File: config.mk
export PLATFORM = sky130hd
export DESIGN_NAME = jtag_reg_bridge
export DESIGN_NICKNAME = d
export VERILOG_FILES = /design/src/rtl/jrb_pkg.sv /design/src/rtl/jrb_tap_fsm.sv /design/src/rtl/jrb_instr_reg.sv /design/src/rtl/jrb_access_dr.sv /design/src/rtl/jrb_select_dr.sv /design/src/rtl/jtag_reg_bridge.sv
export SDC_FILE = /design/constraint.sdc
export NUM_CORES = 1
export LEC_CHECK = 0
export ABC_AREA = 0
export CAP_MARGIN = 15
export CORE_UTILIZATION = 35
export DETAILED_ROUTE_END_ITERATION = 10
export GPL_TIMING_DRIVEN = 1
export PLACE_DENSITY = 0.59
export RECOVER_POWER = 25
export SLEW_MARGIN = 0
export SYNTH_ARGS = -nofsm -noshare
export SYNTH_HDL_FRONTEND = slang
export SYNTH_SLANG_ARGS = --single-unit
File: constraint.sdc
create_clock -name tck -period 2.1 [get_ports tck]
set_input_delay 0.42 -clock tck [delete_from_list [all_inputs] [get_ports tck]]
set_output_delay 0.42 -clock tck [all_outputs]
set_load 0.005 [all_outputs]
File: src/rtl/jrb_pkg.sv
`timescale 1ns/1ps
package jrb_pkg;

   typedef enum logic [3:0] {
      ST_RESET  = 4'hF,
      ST_IDLE   = 4'hC,
      ST_SEL_DR = 4'h7,
      ST_CAP_DR = 4'h6,
      ST_SH_DR  = 4'h2,
      ST_EX1_DR = 4'h1,
      ST_PA_DR  = 4'h3,
      ST_EX2_DR = 4'h0,
      ST_UPD_DR = 4'h5,
      ST_SEL_IR = 4'h4,
      ST_CAP_IR = 4'hE,
      ST_SH_IR  = 4'hA,
      ST_EX1_IR = 4'h9,
      ST_PA_IR  = 4'hB,
      ST_EX2_IR = 4'h8,
      ST_UPD_IR = 4'hD
   } tap_state_e;

   function automatic tap_state_e tap_next(input tap_state_e s, input logic m);
      tap_state_e n;
      case (s)
         ST_RESET:  n = m ? ST_RESET  : ST_IDLE;
         ST_IDLE:   n = m ? ST_SEL_DR : ST_IDLE;
         ST_SEL_DR: n = m ? ST_SEL_IR : ST_CAP_DR;
         ST_CAP_DR: n = m ? ST_EX1_DR : ST_SH_DR;
         ST_SH_DR:  n = m ? ST_EX1_DR : ST_SH_DR;
         ST_EX1_DR: n = m ? ST_UPD_DR : ST_PA_DR;
         ST_PA_DR:  n = m ? ST_EX2_DR : ST_PA_DR;
         ST_EX2_DR: n = m ? ST_UPD_DR : ST_SH_DR;
         ST_UPD_DR: n = m ? ST_SEL_DR : ST_IDLE;
         ST_SEL_IR: n = m ? ST_RESET  : ST_CAP_IR;
         ST_CAP_IR: n = m ? ST_EX1_IR : ST_SH_IR;
         ST_SH_IR:  n = m ? ST_EX1_IR : ST_SH_IR;
         ST_EX1_IR: n = m ? ST_UPD_IR : ST_PA_IR;
         ST_PA_IR:  n = m ? ST_EX2_IR : ST_PA_IR;
         ST_EX2_IR: n = m ? ST_UPD_IR : ST_SH_IR;
         ST_UPD_IR: n = m ? ST_SEL_DR : ST_IDLE;
         default:   n = ST_RESET;
      endcase
      return n;
   endfunction

endpackage

File: src/rtl/jrb_tap_fsm.sv
`timescale 1ns/1ps
module jrb_tap_fsm
   import jrb_pkg::*;
(
   input  logic       tck,
   input  logic       trst_n,
   input  logic       tms,
   output tap_state_e state
);

   always_ff @(posedge tck or negedge trst_n) begin
      if (!trst_n) state <= ST_RESET;
      else         state <= tap_next(state, tms);
   end

endmodule

File: src/rtl/jrb_instr_reg.sv
`timescale 1ns/1ps
module jrb_instr_reg
   import jrb_pkg::*;
#(
   parameter int            IR_W     = 4,
   parameter logic [IR_W-1:0] IR_RESET = '1
) (
   input  logic            tck,
   input  logic            trst_n,
   input  tap_state_e      state,
   input  logic            tdi,
   output logic [IR_W-1:0] ir_q,
   output logic            ir_so
);

   localparam logic [IR_W-1:0] CAPTURE_PAT = IR_W'(1);

   logic [IR_W-1:0] sr;

   always_ff @(posedge tck or negedge trst_n) begin
      if (!trst_n) begin
         sr   <= '0;
         ir_q <= IR_RESET;
      end else begin
         case (state)
            ST_RESET:  ir_q <= IR_RESET;
            ST_CAP_IR: sr   <= CAPTURE_PAT;
            ST_SH_IR:  sr   <= {tdi, sr[IR_W-1:1]};
            ST_UPD_IR: ir_q <= sr;
            default: ;
         endcase
      end
   end

   assign ir_so = sr[0];

endmodule

File: src/rtl/jrb_access_dr.sv
`timescale 1ns/1ps
module jrb_access_dr
   import jrb_pkg::*;
#(
   parameter int DATA_W = 32,
   parameter int ADDR_W = 7
) (
   input  logic              tck,
   input  logic              trst_n,
   input  tap_state_e        state,
   input  logic              tdi,
   input  logic              ir_hit,
   input  logic              chain_ok,
   input  logic [DATA_W-1:0] bus_rdata,
   output logic              acc_so,
   output logic [ADDR_W-1:0] bus_addr,
   output logic [DATA_W-1:0] bus_wdata,
   output logic              bus_we,
   output logic              bus_re
);

   localparam int FRAME_W = DATA_W + ADDR_W + 1;
   localparam int FLAG_B  = FRAME_W - 1;

   logic [FRAME_W-1:0] sr;
   logic [ADDR_W-1:0]  pend_addr;
   logic               pend_vld;
   logic [ADDR_W-1:0]  f_addr;
   logic               f_wr;
   logic               live;

   assign f_addr = sr[DATA_W +: ADDR_W];
   assign f_wr   = sr[FLAG_B];
   assign live   = ir_hit && chain_ok;

   assign bus_we    = live && (state == ST_UPD_DR) && f_wr;
   assign bus_re    = live && (state == ST_CAP_DR) && pend_vld;
   assign bus_addr  = bus_we ? f_addr : pend_addr;
   assign bus_wdata = sr[DATA_W-1:0];
   assign acc_so    = sr[0];

   always_ff @(posedge tck or negedge trst_n) begin
      if (!trst_n) begin
         sr        <= '0;
         pend_addr <= '0;
         pend_vld  <= 1'b0;
      end else if (ir_hit) begin
         case (state)
            ST_CAP_DR: begin
               sr <= bus_re ? FRAME_W'(bus_rdata) : '0;
               if (bus_re) pend_vld <= 1'b0;
            end
            ST_SH_DR: sr <= {tdi, sr[FRAME_W-1:1]};
            ST_UPD_DR: begin
               if (chain_ok && !f_wr) begin
                  pend_addr <= f_addr;
                  pend_vld  <= 1'b1;
               end
            end
            default: ;
         endcase
      end
   end

endmodule

File: src/rtl/jrb_select_dr.sv
`timescale 1ns/1ps
module jrb_select_dr
   import jrb_pkg::*;
#(
   parameter int               CHAIN_W     = 4,
   parameter logic [CHAIN_W-1:0] CHAIN_RESET = '0
) (
   input  logic               tck,
   input  logic               trst_n,
   input  tap_state_e         state,
   input  logic               tdi,
   input  logic               chain_hit,
   input  logic               byp_hit,
   output logic [CHAIN_W-1:0] chain_q,
   output logic               chain_so,
   output logic               byp_so
);

   logic [CHAIN_W-1:0] sr;
   logic               byp;

   always_ff @(posedge tck or negedge trst_n) begin
      if (!trst_n) begin
         sr      <= '0;
         chain_q <= CHAIN_RESET;
      end else if (chain_hit) begin
         case (state)
            ST_CAP_DR: sr      <= chain_q;
            ST_SH_DR:  sr      <= {tdi, sr[CHAIN_W-1:1]};
            ST_UPD_DR: chain_q <= sr;
            default: ;
         endcase
      end
   end

   always_ff @(posedge tck or negedge trst_n) begin
      if (!trst_n) byp <= 1'b0;
      else if (byp_hit) begin
         if (state == ST_CAP_DR)     byp <= 1'b0;
         else if (state == ST_SH_DR) byp <= tdi;
      end
   end

   assign chain_so = sr[0];
   assign byp_so   = byp;

endmodule

File: src/rtl/jtag_reg_bridge.sv
`timescale 1ns/1ps
module jtag_reg_bridge
   import jrb_pkg::*;
#(
   parameter int                 IR_W         = 4,
   parameter int                 DATA_W       = 32,
   parameter int                 ADDR_W       = 7,
   parameter int                 CHAIN_W      = 4,
   parameter logic [IR_W-1:0]    INSTR_ACCESS = 'hC,
   parameter logic [IR_W-1:0]    INSTR_CHAIN  = 'h2,
   parameter logic [IR_W-1:0]    IR_RESET     = '1,
   parameter logic [CHAIN_W-1:0] ACCESS_CHAIN = '0,
   parameter logic [CHAIN_W-1:0] CHAIN_RESET  = '0,
   parameter bit                 TDO_ON_FALL  = 1'b1
) (
   input  logic              tck,
   input  logic              trst_n,
   input  logic              tms,
   input  logic              tdi,
   output logic              tdo,
   output logic              tdo_oe,
   output logic [ADDR_W-1:0] bus_addr,
   output logic [DATA_W-1:0] bus_wdata,
   output logic              bus_we,
   output logic              bus_re,
   input  logic [DATA_W-1:0] bus_rdata
);

   initial begin
      if (IR_W < 2)                      $fatal(1, "IR_W too small");
      if (DATA_W < 1 || ADDR_W < 1)      $fatal(1, "frame fields must be non-empty");
      if (CHAIN_W < 1)                   $fatal(1, "CHAIN_W must be positive");
      if (INSTR_ACCESS == INSTR_CHAIN)   $fatal(1, "instruction codes collide");
      if (IR_RESET == INSTR_ACCESS)      $fatal(1, "reset instruction must not be access");
   end

   tap_state_e         tap_state;
   logic [IR_W-1:0]    ir_q;
   logic               ir_so;
   logic [CHAIN_W-1:0] chain_q;
   logic               chain_so, byp_so, acc_so;
   logic               acc_hit, chain_hit, byp_hit, chain_ok;
   logic               shift_now, so_mux;

   assign acc_hit   = (ir_q == INSTR_ACCESS);
   assign chain_hit = (ir_q == INSTR_CHAIN);
   assign byp_hit   = !acc_hit && !chain_hit;
   assign chain_ok  = (chain_q == ACCESS_CHAIN);

   jrb_tap_fsm u_fsm (
      .tck    (tck),
      .trst_n (trst_n),
      .tms    (tms),
      .state  (tap_state)
   );

   jrb_instr_reg #(.IR_W(IR_W), .IR_RESET(IR_RESET)) u_ir (
      .tck    (tck),
      .trst_n (trst_n),
      .state  (tap_state),
      .tdi    (tdi),
      .ir_q   (ir_q),
      .ir_so  (ir_so)
   );

   jrb_access_dr #(.DATA_W(DATA_W), .ADDR_W(ADDR_W)) u_acc (
      .tck       (tck),
      .trst_n    (trst_n),
      .state     (tap_state),
      .tdi       (tdi),
      .ir_hit    (acc_hit),
      .chain_ok  (chain_ok),
      .bus_rdata (bus_rdata),
      .acc_so    (acc_so),
      .bus_addr  (bus_addr),
      .bus_wdata (bus_wdata),
      .bus_we    (bus_we),
      .bus_re    (bus_re)
   );

   jrb_select_dr #(.CHAIN_W(CHAIN_W), .CHAIN_RESET(CHAIN_RESET)) u_sel (
      .tck       (tck),
      .trst_n    (trst_n),
      .state     (tap_state),
      .tdi       (tdi),
      .chain_hit (chain_hit),
      .byp_hit   (byp_hit),
      .chain_q   (chain_q),
      .chain_so  (chain_so),
      .byp_so    (byp_so)
   );

   assign shift_now = (tap_state == ST_SH_DR) || (tap_state == ST_SH_IR);

   always_comb begin
      if (tap_state == ST_SH_IR) so_mux = ir_so;
      else if (acc_hit)          so_mux = acc_so;
      else if (chain_hit)        so_mux = chain_so;
      else                       so_mux = byp_so;
   end

   logic tdo_q, oe_q;

   generate
      if (TDO_ON_FALL) begin : g_tdo_fall
         always_ff @(negedge tck or negedge trst_n) begin
            if (!trst_n) begin
               tdo_q <= 1'b0;
               oe_q  <= 1'b0;
            end else begin
               tdo_q <= shift_now ? so_mux : 1'b0;
               oe_q  <= shift_now;
            end
         end
      end else begin : g_tdo_rise
         always_ff @(posedge tck or negedge trst_n) begin
            if (!trst_n) begin
               tdo_q <= 1'b0;
               oe_q  <= 1'b0;
            end else begin
               tdo_q <= shift_now ? so_mux : 1'b0;
               oe_q  <= shift_now;
            end
         end
      end
   endgenerate

   assign tdo    = tdo_q;
   assign tdo_oe = oe_q;

endmodule

==> qor.yml <==
power_and_ir_drop:
  p_comb_frac: 0.261
  power.share.clock: 0.280
  internal-power_mw: 2.69
  max-vdd-ir-drop_mv: 0.404
  switching_share: 0.283
  power_frac_seq: 0.459
  finalPower_mw: 3.75
  powerDensity_nw_per_um2: 810
  p_switching_mw: 1.06
  p_leak_nw: 2.32
placed_design:
  portBuffers: 78
  dp_slack_ps: -384
  dpl.hpwl_mm: 4.88
  place_inst: 483
  place_area_sq_um: 4210
  gp_congestion: 0.748
routing:
  vias: 2522
  ant_nets: 0
  drtPass1Iterations: 8
  wl_mm: 7.69
  detail_route.iter0.violations: 209
  routedWlPerCell_microns: 14.9
  drcViolationCount: 0
  vias_per_cell: 4.90
layout:
  drive_gt1_frac: 0.275
  fin_cells: 515
  layout_common_cells: "clkdlybuf4s50_1 (66), dfrtp_1 (61), inv_1 (34), a222oi_1 (32), buf_4 (31)"
  n_antenna_cell: 0
  fill_cells: 864
  final_common_cell: "clkdlybuf4s50_1"
  area_delta_synth_final_pct: 37.0
  stdcell_area_sq_um: 4620
  finalNetCount: 417
yosys:
  synthMuxAreaShare: 0.0749
  ys_warn_count: 0
  synth-seq-area-share: 0.529
  synth_simple_gate_area_frac: 0.0949
  synth_compound_area_frac: 0.156
  netlist_instances: 296
  synth_top_family_by_area: "compound AO/OA/AOI/OAI gates"
  synth_xor_area_frac: 0
  synth_edf_count: 0
  ys_types: 38
  synth-adder-area-share: 0
  synth-async-reset-ratio: 1.00
  synth_top_flop_cell: "dfrtp_1"
  syn_nets: 332
  synth_area_sq_um: 3370
  ys_seq_elements: 71
  syn_avg_cell_area_sq_um: 11.4
grt:
  antenna_found_initial: 0
  grt_use_met1: 0.206
  overflow: 0
  grtUsageMet3: 0.0299
  grt_pass1_vias: 2505
  grt_max_degree: 48
  busiest_layer: "met2"
  grt_pass1_wl_mm: 12.2
  grt_usage: 0.155
  gr-usage-met2: 0.243
setup_path:
  rrSetupSlack_ps: -300
  reg2regPathDepth: 4
  cp.required_ps: 1680
  startpoint_type: "flip-flop"
  crit_start: "u_sel.chain_q[0]"
  critical_path_class: "flip-flop to output port"
  endpoint_kind: "output port"
  cp_max_fo: 4
  arrival_ps: 2120
  r2r_end: "tdo"
  regToRegStartpoint: "u_ir.ir_q[1]"
timing:
  drv_slew: 0
  setup_violations: 45
  setup_ws_ps: -444
  finalCritPeriodShare: 1.21
  grt_setup_unrepaired: "true"
  worst_pin_slew_ps: 1180
  holdWs_ps: 481
  max-slew-margin-rel: 0.215
  max_freq_ghz: 0.393
  clock_skew_ps: 13.1
  hold_viol_final: 0
  fin_crit_ps: 2540
floorplan:
  boundaryPins: 79
  coreArea_sq_um: 9280
  die_x_microns: 100
  initial_core_util: 0.363
  die_area_sq_um: 10000
  rows: 35
  dieHeight_microns: 100
worst_hold_path:
  min_from: "u_acc.pend_vld"
  whs_path_depth: 1
  hp-class: "flip-flop to flip-flop"
  holdPathEnd: "u_acc.pend_vld"
clock_network:
  numClockSinks: 71
  htree_levels: 3
  cts_tree: "built"
  clkTransAtPathRegs_ps: 70
  hold_buffers: 0
  insertion_delay_ps: 340
  clockBufferDepth: 2
  cts_buffers: 9
  cts_root_buf: "clkbuf_8"
run:
  cap_violations: 0
outcome:
  outcome: "complete, but fails checks"
  violations: "negative setup slack"
area by class of cell:
| type | instances | area (sq um) | area share |
|---|---|---|---|
| well taps | 129 | 161 | 0.0349 |
| clock buffers | 12 | 145 | 0.0314 |
| repair buffers | 124 | 1200 | 0.260 |
| flip-flops and latches | 71 | 1790 | 0.386 |
| multi-input cells | 141 | 1160 | 0.250 |
| clock inverters | 4 | 45.0 | 0.00974 |
| inverters | 34 | 128 | 0.0276 |
timing repair:
action / CTS / global route
cloned: 0 / 4
resized for setup: 53 / 16
endpoints found under the setup margin: 13 / 52
setup buffers: 5 / 7
pin swaps: 5 / 2
per-layer routing:
| metal | share of wire | routed length (microns) |
|---|---|---|
| met5 | 0 | 0 |
| met1 | 0.45 | 3460 |
| met2 | 0.46 | 3520 |
| met3 | 0.078 | 603 |
| met4 | 0.014 | 106 |
kinds of logic (layout without fill, tap and decap cells):
kind of cell | Yosys count | after routing
and+or+nand+nor | 55 | 55
buffers and inverters | 84 | 174
DFF | 71 | 71
muxes | 23 | 23
AOI/OAI and AO/OA | 63 | 63
critical path: stages, from the launching register on:
cell,delay (ps)
dfrtp_1,380
or4_4,560
nor2_4,110
nand3_2,100
buf_6,140
buf_4,120
mux2_2,250
buf_2,130
cells in the mapped netlist (4+ instances only):
cell	n	area (sq um)
nand2_1	21	78.8
buf_4	34	255
a22o_1	8	70.1
buf_2	7	35.0
dfrtp_1	61	1530
buf_6	5	56.3
clkbuf_1	4	15.0
inv_1	34	128
nand2b_1	5	31.3
dfstp_2	8	210
o21ai_0	15	75.1
nand3_1	4	20.0
mux2_2	18	203
mux2i_1	5	50.1
nor2_1	11	41.3
a222oi_1	32	320
worst max-delay path by stage:
stage	to	slack, ps	depth (start not counted)
6_report	bus_addr[4]	-440	7
5_1_grt	bus_addr[1]	-510	7
4_1_cts	bus_addr[4]	-490	7
3_5_place_dp	bus_addr[4]	-380	6
3_3_place_gp	bus_addr[5]	-360	6
2_1_floorplan	tdo	-300	4
through the flow:
| step | setup TNS [ps] | utilization |
|---|---|---|
| 2_1_floorplan | -297 | - |
| 3_3_place_gp | -3630 | 0.453 |
| 3_5_place_dp | -3840 | 0.453 |
| 4_1_cts | -4340 | 0.477 |
| 5_1_grt | -9650 | 0.498 |
| 6_report | -5400 | 0.498 |
flip-flops by register name, indices dropped and copies added (netlist names):
signal and cells:
u_acc.sr 40, u_sel.byp_so 1, u_acc.pend_addr 7, tdo_oe 1, u_ir.ir_q 4, u_sel.sr 4
u_ir.sr 4, u_sel.chain_q 4, tdo 1, u_acc.pend_vld 1, u_fsm.state 4
power groups by stage:
stage          clock (mW)  combinational, mW  sequential, mW
3_5_place_dp            0              0.866            1.74
2_1_floorplan           0              0.479            1.72
5_1_grt              1.13               1.09            1.75
4_1_cts              1.08              0.915            1.72
6_report             1.05              0.977            1.72
3_3_place_gp            0              0.852            1.73
(Power assumes the default switching activity.)
